<file path="src/rtl/sram_ctrl_pkg.sv">
package sram_ctrl_pkg;

   typedef enum logic [2:0] {
      ST_IDLE  = 3'd0,
      ST_RD    = 3'd1,
      ST_WSET  = 3'd2,
      ST_WPUL  = 3'd3,
      ST_WREC  = 3'd4
   } ctrl_state_e;

   typedef struct packed {
      logic ce_n;
      logic oe_n;
      logic we_n;
      logic dq_oe;
   } pin_ctl_t;

   localparam pin_ctl_t PINS_IDLE = '{ce_n: 1'b1, oe_n: 1'b1, we_n: 1'b1, dq_oe: 1'b0};

   function automatic int max2(input int a, input int b);
      return (a > b) ? a : b;
   endfunction

endpackage

</file>
<file path="src/rtl/sram_cycle_timer.sv">
module sram_cycle_timer #(
   parameter int CNT_W = 3
) (
   input  logic             clk,
   input  logic             rst_n,
   input  logic             load,
   input  logic [CNT_W-1:0] load_val,
   output logic             last,
   output logic [CNT_W-1:0] remaining
);

   logic [CNT_W-1:0] cnt_q;

   always_ff @(posedge clk or negedge rst_n) begin
      if (!rst_n) begin
         cnt_q <= '0;
      end else if (load) begin
         cnt_q <= load_val;
      end else if (cnt_q > CNT_W'(1)) begin
         cnt_q <= cnt_q - CNT_W'(1);
      end
   end

   assign last      = (cnt_q <= CNT_W'(1));
   assign remaining = cnt_q;

endmodule

</file>
<file path="src/rtl/sram_pin_ctl.sv">
module sram_pin_ctl
   import sram_ctrl_pkg::*;
(
   input  logic        clk,
   input  logic        rst_n,
   input  ctrl_state_e cur_st,
   input  ctrl_state_e nxt_st,
   output logic        ce_n,
   output logic        oe_n,
   output logic        we_n,
   output logic        dq_oe
);

   pin_ctl_t pins_d;
   pin_ctl_t pins_q;

   always_comb begin
      pins_d = PINS_IDLE;
      unique case (nxt_st)
         ST_RD: begin
            pins_d.ce_n = 1'b0;
            pins_d.oe_n = 1'b0;
         end
         ST_WSET: begin
            pins_d.ce_n = 1'b0;
         end
         ST_WPUL: begin
            pins_d.ce_n  = 1'b0;
            pins_d.we_n  = 1'b0;
            pins_d.dq_oe = 1'b1;
         end
         ST_WREC: begin
            pins_d.ce_n  = 1'b0;
            pins_d.dq_oe = (cur_st == ST_WPUL);
         end
         default: pins_d = PINS_IDLE;
      endcase
   end

   always_ff @(posedge clk or negedge rst_n) begin
      if (!rst_n) pins_q <= PINS_IDLE;
      else        pins_q <= pins_d;
   end

   assign ce_n  = pins_q.ce_n;
   assign oe_n  = pins_q.oe_n;
   assign we_n  = pins_q.we_n;
   assign dq_oe = pins_q.dq_oe;

endmodule

</file>
<file path="src/rtl/sram_bus_ctrl.sv">
module sram_bus_ctrl
   import sram_ctrl_pkg::*;
#(
   parameter int ADDR_W        = 11,
   parameter int DATA_W        = 8,
   parameter int TAG_W         = 4,
   parameter int RD_CYCLE_CYC  = 2,
   parameter int RD_ACCESS_CYC = 2,
   parameter int WR_SETUP_CYC  = 1,
   parameter int WE_PULSE_CYC  = 2,
   parameter int WR_HOLD_CYC   = 1,
   parameter int TURN_CYC      = 1,
   parameter bit TURN_ALWAYS   = 1'b0
) (
   input  logic              clk,
   input  logic              rst_n,
   input  logic              req_valid,
   output logic              req_ready,
   input  logic              req_write,
   input  logic [ADDR_W-1:0] req_addr,
   input  logic [DATA_W-1:0] req_wdata,
   input  logic [TAG_W-1:0]  req_tag,
   output logic              rsp_valid,
   output logic [DATA_W-1:0] rsp_rdata,
   output logic [TAG_W-1:0]  rsp_tag,
   output logic [ADDR_W-1:0] sram_addr,
   output logic              sram_ce_n,
   output logic              sram_oe_n,
   output logic              sram_we_n,
   output logic [DATA_W-1:0] sram_dq_out,
   output logic              sram_dq_oe,
   input  logic [DATA_W-1:0] sram_dq_in
);

   localparam int CNT_MAX = max2(max2(RD_CYCLE_CYC, WR_SETUP_CYC + TURN_CYC),
                                 max2(WE_PULSE_CYC, WR_HOLD_CYC));
   localparam int CNT_W   = $clog2(CNT_MAX + 1);
   localparam logic [CNT_W-1:0] LD_RD       = CNT_W'(RD_CYCLE_CYC);
   localparam logic [CNT_W-1:0] LD_SET      = CNT_W'(WR_SETUP_CYC);
   localparam logic [CNT_W-1:0] LD_SET_TURN = CNT_W'(WR_SETUP_CYC + TURN_CYC);
   localparam logic [CNT_W-1:0] LD_PUL      = CNT_W'(WE_PULSE_CYC);
   localparam logic [CNT_W-1:0] LD_HOLD     = CNT_W'(WR_HOLD_CYC);
   localparam logic [CNT_W-1:0] CAP_AT      = CNT_W'(RD_CYCLE_CYC - RD_ACCESS_CYC + 1);

   // elaboration-time parameter checks
   if (ADDR_W < 1 || DATA_W < 1 || TAG_W < 1) begin : g_bad_width
      $error("sram_bus_ctrl: widths must be at least 1");
   end
   if (RD_ACCESS_CYC < 1 || RD_ACCESS_CYC > RD_CYCLE_CYC) begin : g_bad_read
      $error("sram_bus_ctrl: need 1 <= RD_ACCESS_CYC <= RD_CYCLE_CYC");
   end
   if (WR_SETUP_CYC < 1 || WE_PULSE_CYC < 1 || WR_HOLD_CYC < 1) begin : g_bad_write
      $error("sram_bus_ctrl: write phases need at least one cycle each");
   end
   if (TURN_CYC < 1) begin : g_bad_turn
      $error("sram_bus_ctrl: TURN_CYC must be at least 1");
   end

   ctrl_state_e       state_q, state_d;
   logic              tmr_load;
   logic [CNT_W-1:0]  tmr_val;
   logic              tmr_last;
   logic [CNT_W-1:0]  tmr_rem;
   logic              accept;
   logic              capture;
   logic              last_rd_q;
   logic              turn_needed;
   logic [ADDR_W-1:0] addr_q;
   logic [DATA_W-1:0] wdata_q;
   logic [TAG_W-1:0]  tag_q;
   logic [DATA_W-1:0] rdata_q;
   logic              rsp_q;

   assign req_ready = (state_q == ST_IDLE);
   assign accept    = req_valid && req_ready;

   if (TURN_ALWAYS) begin : g_turn_always
      assign turn_needed = 1'b1;
   end else begin : g_turn_after_read
      assign turn_needed = last_rd_q;
   end

   always_comb begin
      state_d  = state_q;
      tmr_load = 1'b0;
      tmr_val  = '0;
      capture  = 1'b0;
      unique case (state_q)
         ST_IDLE: begin
            if (req_valid) begin
               tmr_load = 1'b1;
               if (req_write) begin
                  state_d = ST_WSET;
                  tmr_val = turn_needed ? LD_SET_TURN : LD_SET;
               end else begin
                  state_d = ST_RD;
                  tmr_val = LD_RD;
               end
            end
         end
         ST_RD: begin
            capture = (tmr_rem == CAP_AT);
            if (tmr_last) state_d = ST_IDLE;
         end
         ST_WSET: begin
            if (tmr_last) begin
               state_d  = ST_WPUL;
               tmr_load = 1'b1;
               tmr_val  = LD_PUL;
            end
         end
         ST_WPUL: begin
            if (tmr_last) begin
               state_d  = ST_WREC;
               tmr_load = 1'b1;
               tmr_val  = LD_HOLD;
            end
         end
         ST_WREC: begin
            if (tmr_last) state_d = ST_IDLE;
         end
         default: state_d = ST_IDLE;
      endcase
   end

   always_ff @(posedge clk or negedge rst_n) begin
      if (!rst_n) begin
         state_q   <= ST_IDLE;
         last_rd_q <= 1'b0;
         addr_q    <= '0;
         wdata_q   <= '0;
         tag_q     <= '0;
      end else begin
         state_q <= state_d;
         if (accept) begin
            addr_q    <= req_addr;
            wdata_q   <= req_wdata;
            tag_q     <= req_tag;
            last_rd_q <= !req_write;
         end
      end
   end

   always_ff @(posedge clk or negedge rst_n) begin
      if (!rst_n) begin
         rdata_q <= '0;
         rsp_q   <= 1'b0;
      end else begin
         rsp_q <= capture;
         if (capture) rdata_q <= sram_dq_in;
      end
   end

   sram_cycle_timer #(.CNT_W(CNT_W)) u_timer (
      .clk       (clk),
      .rst_n     (rst_n),
      .load      (tmr_load),
      .load_val  (tmr_val),
      .last      (tmr_last),
      .remaining (tmr_rem)
   );

   sram_pin_ctl u_pins (
      .clk    (clk),
      .rst_n  (rst_n),
      .cur_st (state_q),
      .nxt_st (state_d),
      .ce_n   (sram_ce_n),
      .oe_n   (sram_oe_n),
      .we_n   (sram_we_n),
      .dq_oe  (sram_dq_oe)
   );

   assign sram_addr   = addr_q;
   assign sram_dq_out = wdata_q;
   assign rsp_valid   = rsp_q;
   assign rsp_rdata   = rdata_q;
   assign rsp_tag     = tag_q;

endmodule

</file>
<file path="config.mk">
export PLATFORM = sky130hd
export DESIGN_NAME = sram_bus_ctrl
export DESIGN_NICKNAME = d
export VERILOG_FILES = /design/src/rtl/sram_ctrl_pkg.sv /design/src/rtl/sram_cycle_timer.sv /design/src/rtl/sram_pin_ctl.sv /design/src/rtl/sram_bus_ctrl.sv
export SDC_FILE = /design/constraint.sdc
export NUM_CORES = 1
export LEC_CHECK = 0
export ABC_CLOCK_PERIOD_IN_PS = 2300
export CAP_MARGIN = 20
export CORE_ASPECT_RATIO = 1.25
export CORE_MARGIN = 4
export CORE_UTILIZATION = 46
export DETAILED_ROUTE_END_ITERATION = 6
export MAX_ROUTING_LAYER = met4
export PLACE_DENSITY_LB_ADDON = 0.1
export SYNTH_ARGS = -nofsm -noshare
export SYNTH_HDL_FRONTEND = slang
export SYNTH_SLANG_ARGS = --single-unit
</file>
<file path="constraint.sdc">
create_clock -name clk -period 2.3 [get_ports clk]
set_clock_uncertainty 0.15 [all_clocks]
set_input_delay 0.575 -clock clk [delete_from_list [all_inputs] [get_ports clk]]
set_output_delay 0.575 -clock clk [all_outputs]
set_load 0.01 [all_outputs]
</file>
; Word-level counts from Yosys, hierarchy flattened
; Cells that the tools add are included.
[totals]
ff_bits = 42
latch_bits = 0
ramBits = 0
mem_bits_ro = 0
in_bits = 35
n_memories = 0
[classes]
n_addsub = 1
multipliers = 0
n_div = 0
order_cmp = 2
eq_ne = 9
shifts = 0
muxes = 22
n_bitwise = 0
n_reduce_logical = 7
[op_table]
columns = cell, count
row1 = $mux 2, 7
row2 = $eq 3x2->1 const B, 4
row3 = $mux 3, 4
row4 = $pmux 3 s4, 1
row5 = $mux 1, 7
row6 = $eq 3x1->1 const B, 2
row7 = $eq 3x3->1 const B, 2
row8 = $pmux 2 s3, 1
row9 = $pmux 1 s2, 2
row10 = $reduce_or 2->1, 2
row11 = $reduce_or 4->1, 1
row12 = $logic_not 3->1, 1
row13 = $eq 2x1->1 const B, 1
row14 = $gt 2x1->1 const B, 1
row15 = $le 2x1->1 const B, 1
row16 = $reduce_bool 2->1, 1
row17 = $sub 2x1->2 const B, 1
row18 = $logic_and 1x1->1, 1
row19 = $logic_not 1->1, 1

; Depth between registers and ports, before layout
[logic_depth]
depth_word = 6
depth_mapped = 6
ltp_nobuf = 6

; Cells and area by module
; From an unflattened synthesis, not the netlist that was laid out.
[hier_totals]
hier_cells = 121
area_unflattened_um2 = 1744.2
[by_module_without_submodules]
columns = mod, n_inst, cells_each, area_each_um2, seq_area_each_um2
row1 = sram_bus_ctrl, 1, 100, 1482.7, 900.9
row2 = sram_pin_ctl, 1, 10, 148.9, 103.8
row3 = sram_cycle_timer, 1, 11, 112.6, 50.0

; Least setup slack after synthesis
; OpenSTA, ideal clock, no wires.
[synth_timing]
path_kind = register -> register
start = register u_timer.cnt_q[1] (netlist: u_timer.remaining[1])
end = register rdata_q[0] (netlist: rsp_rdata[0])
setup_ns = 0.125
arrival_time_ns = 1.250
required_ns = 2.025
setup_slack_ns = 0.775
stages_incl_launch_ff = 6
path_buffers = 1
period_less_slack_ns = 1.525
path_cell_list = dfrtp_1 inv_1 ha_1 and3_4 buf_6 mux2_4
[synth_between]
elab_chain_cells = 2
[synth_lines]
columns = item, line
row1 = start: declaration, sram_cycle_timer.sv:12  ; logic [CNT_W-1:0] cnt_q;
row2 = start signal: assignment, sram_cycle_timer.sv:18  ; cnt_q <= load_val;
row3 = start signal: assignment, sram_cycle_timer.sv:20  ; cnt_q <= cnt_q - CNT_W'(1);
row4 = $eq 2x1->1, sram_bus_ctrl.sv:102  ; capture = (tmr_rem == CAP_AT);
row5 = $mux 1, sram_bus_ctrl.sv:88  ; unique case (state_q)
row6 = via capture, sram_bus_ctrl.sv:65  ; logic capture;
row7 = end signal: assignment, sram_bus_ctrl.sv:150  ; if (capture) rdata_q <= sram_dq_in;
row8 = end: declaration, sram_bus_ctrl.sv:71  ; logic [DATA_W-1:0] rdata_q;
; The timed path passes the listed nets, and every way through them passes these cells.
; A chain may end at the register's enable or synchronous reset.

; Final worst setup path
[layout_timing]
start = register u_pins.pins_q, in the netlist u_pins.we_n
end = output port sram_we_n
[layout_rtl]
columns = item, line
row1 = start: declaration, sram_pin_ctl.sv:15  ; pin_ctl_t pins_q;
row2 = start signal: assignment, sram_pin_ctl.sv:42  ; else pins_q <= pins_d;
row3 = end: declaration, sram_bus_ctrl.sv:29  ; output logic sram_we_n,
; No word-level cell between the ends.

==> impl_results.md <==
- Final Cycle Share: 90.31%
- Worst Path Required: 1.57 ns
- Outcome: finished clean
- Final hold vios: 0
- Top area cells in the synthesized netlist: dfrtp_1 (54%), nand2_1 (15%), mux2_4 (6.7%)
- Slew Limit Fails: 0
- Syn. warnings: 0
- Max stage delay on crit path: 0.54 ns
- Vias in the first global route: 1533
- Netlist cell types: 32
- IO Port Bufs: 71
- Fill cells: 291
- RSZ-0062 raised after global routing: no
- GRT Total Usage: 20.03%
- DRT Pass-1 Iters: 4
- TritonCTS Sinks: 42
- Starting Density: 47.54%
- Final Critical Period: 2.077 ns
- R2R cell count: 5
- Final core utilization: 69.88%
- Critical path launch point type: register
- Clock latency on the worst-skew pair: 0.29 ns
- Crit Path Class: register to output port
- CP max stage cell: clkdlybuf4s50_1
- P&R area growth vs syn: 47.01%
- Seq cells post-synth: 42
- Worst hold path class: input pin to async pin
- Most common library cell in the layout ignoring fill and taps: nand2_1
- GRT Residual Overflow: 0
- Hpwl dp: 3259 um
- Leak: 0.001235 uW
- Die width: 63.94 um
- Initial DRC Count: 26
- CTS Buffer Depth: 2
- CTS tree: done
- Post-CTS Hold Buffers: 0
- Layout cells sized above 1: 13.71%
- Syn Inst Count: 170
- Initial antenna violation count: 0
- Setup violation total in the final timing report: 0
- Final #Nets: 283
- Crit-path max FO: 1
- R2r setup slk: 0.64 ns
- WL final: 4265 um
- Total of max-cap violations: 0
- P_sw: 1278 uW
- Routed wire length per instance: 14.12 um
- Post-synthesis sequential area ratio: 58.62%
- Switching Fraction: 35.02%
- Synth area leader: dfrtp_1
- CTS H-tree lvls: 2
- Routed Antenna Nets: 0
- Die Footprint: 4983 um2
- Die Height: 77.93 um
- Critical-path cell list: clkdlybuf4s50_1
- Mapped cell area: 1799 um2
- Maximum VDD drop: 0.7938 mV
- FP Rows: 25
- Synth top area share: 54.24%
- Gate power share: 51.1%
- Clk slew on worst S/H paths: 0.07 ns
- Top achievable clock speed: 0.4814 GHz
- Hold WS: 0.1272 ns
- Clock group share of total power: 12.9%
- Setup tns final: 0 ns
- Pint: 2372 uW
- Kind of end point of the critical path: output port
- Worst reg2reg path startpoint: u_timer.remaining[1]$_DFFE_PN0P_
- TritonCTS buffer count: 5
- Slew margin rel.: 61.40%
- Power per cell area: 1380 nW/um2
- Commonest non-fill, non-tap cells in the layout: nand2_1 (74), clkdlybuf4s50_1 (69), dfrtp_1 (38), mux2_4 (8), buf_4 (7)
- Flop pwr share: 35.9%
- Crit path max-delay family: buffers and inverters
- Syn_area_per_cell: 10.58 um2
- # DRC: 0
- Io pins: 72
- Core ar.: 3785 um2
- Gpl congestion: 0.8975
- Largest net degree at the start of global routing: 28
- Least-Margin Pin Slew: 0.5791 ns
- Antenna cells: 0
- Seq. cell area: 1056 um2
- Synth Net Count: 206
- Vias: 1434
- Worst r2r dst: u_timer.remaining[1]$_DFFE_PN0P_
- Via density: 4.748
- First-pass GRT wire length: 7521 um
- Root Buffer: clkbuf_8
- Arr. time, crit path: 1.35 ns
- WP buf/inv: 1
- Footprint of the multi-input gates: 655.6 um2
[kinds of logic (layout without fill, tap and decap cells)]
group,Yosys count,after routing,share of synthesized area (%)
AOI/OAI and AO/OA,15,15,6.190
buffers and inverters,12,90,4.937
DFF,42,42,58.62
muxes,8,8,6.676
and+or+nand+nor,92,92,22.88
adders and majority gates,1,1,0.6953
[worst max path at each step]
| stage | start | endpoint | slack [ns] | depth (start not counted) |
|---|---|---|---|---|
| detailed placement | req_valid | sram_dq_out[7]$_DFFE_PN0P_ | 0.19 | 5 |
| global placement | req_valid | last_rd_q$_DFFE_PN0P_ | 0.24 | 5 |
| floorplan | u_timer.remaining[1]$_DFFE_PN0P_ | rsp_rdata[0]$_DFFE_PN0P_ | 0.77 | 5 |
| CTS | state_q[1]$_DFF_PN0_ | req_ready | 0.07 | 2 |
| finish | u_pins.we_n$_DFF_PN1_ | sram_we_n | 0.22 | 1 |
| global route | u_pins.oe_n$_DFF_PN1_ | sram_oe_n | 0.19 | 1 |
[power by group through the flow]
stage | combinational (uW) | sequential [uW] | clock, uW
after floorplan | 896 | 1440 | 0
after global placement | 1790 | 1330 | 0
after detailed placement | 1850 | 1340 | 0
after CTS | 1890 | 1310 | 495
after global routing | 2050 | 1370 | 535
final | 1870 | 1310 | 472
[sequential cells by signal, summed over array words and instances (netlist names)]
| register | cells |
|---|---|
| last_rd_q | 1 |
| sram_addr | 11 |
| sram_dq_out | 8 |
| u_pins.we_n | 1 |
| rsp_tag | 4 |
| u_pins.ce_n | 1 |
| state_q | 3 |
| u_timer.remaining | 2 |
| u_pins.oe_n | 1 |
| u_pins.dq_oe | 1 |
| rsp_rdata | 8 |
| rsp_valid | 1 |
[synth_stat cells]
master / n
nand2b_1: 1
mux2_4: 8
ha_1: 1
o22a_1: 1
nor3_4: 2
dfstp_2: 3
nand2_2: 1
o21ai_0: 2
a22oi_1: 1
inv_1: 4
and3_4: 1
a211oi_1: 1
nor2_2: 1
a311oi_1: 1
dfrtp_1: 39
nand2b_4: 1
buf_2: 2
nand2b_2: 1
o21a_1: 1
buf_4: 1
nor2_1: 6
nand3b_1: 1
buf_6: 5
nor3_1: 1
a21oi_1: 3
nand2_1: 74
o32ai_1: 1
a32oi_1: 1
nor2b_1: 1
and2b_1: 1
o32ai_2: 1
o22ai_1: 2
[metal layers]
layer	global-route usage, %	share of wire [%]	vias to the layer above
li1	-	-	697
met1	23.41	41	671
met2	31.95	50	58
met3	6.802	7.6	8
met4	7.127	1.8	0
met5	-	0	-
[per-stage QoR]
step	cell area [um2]	std cells	setup slack [ns]	power, uW
after floorplan	1799	170	0.7748	2332
after detailed placement	2544	293	0.1915	3190
after global placement	2544	293	0.2398	3113
after CTS	2643	302	0.06705	3698
final	2645	302	0.2229	3650
after global routing	2645	302	0.1851	3951
[layout make-up]
cell class / count / share of cell area, %
multi-input cells: 116 / 24.79
repair buffers: 78 / 28.76
inverters: 4 / 0.5676
well taps: 54 / 2.554
clock buffers: 8 / 3.406
flip-flops and latches: 42 / 39.92
[what timing repair did]
| action | CTS | global route |
|---|---|---|
| setup endpoints to repair | 1 | 1 |
| gates resized for setup | 1 | 1 |
| buffers inserted | 1 | 0 |
Note: power is estimated with default switching activity, not from simulation.
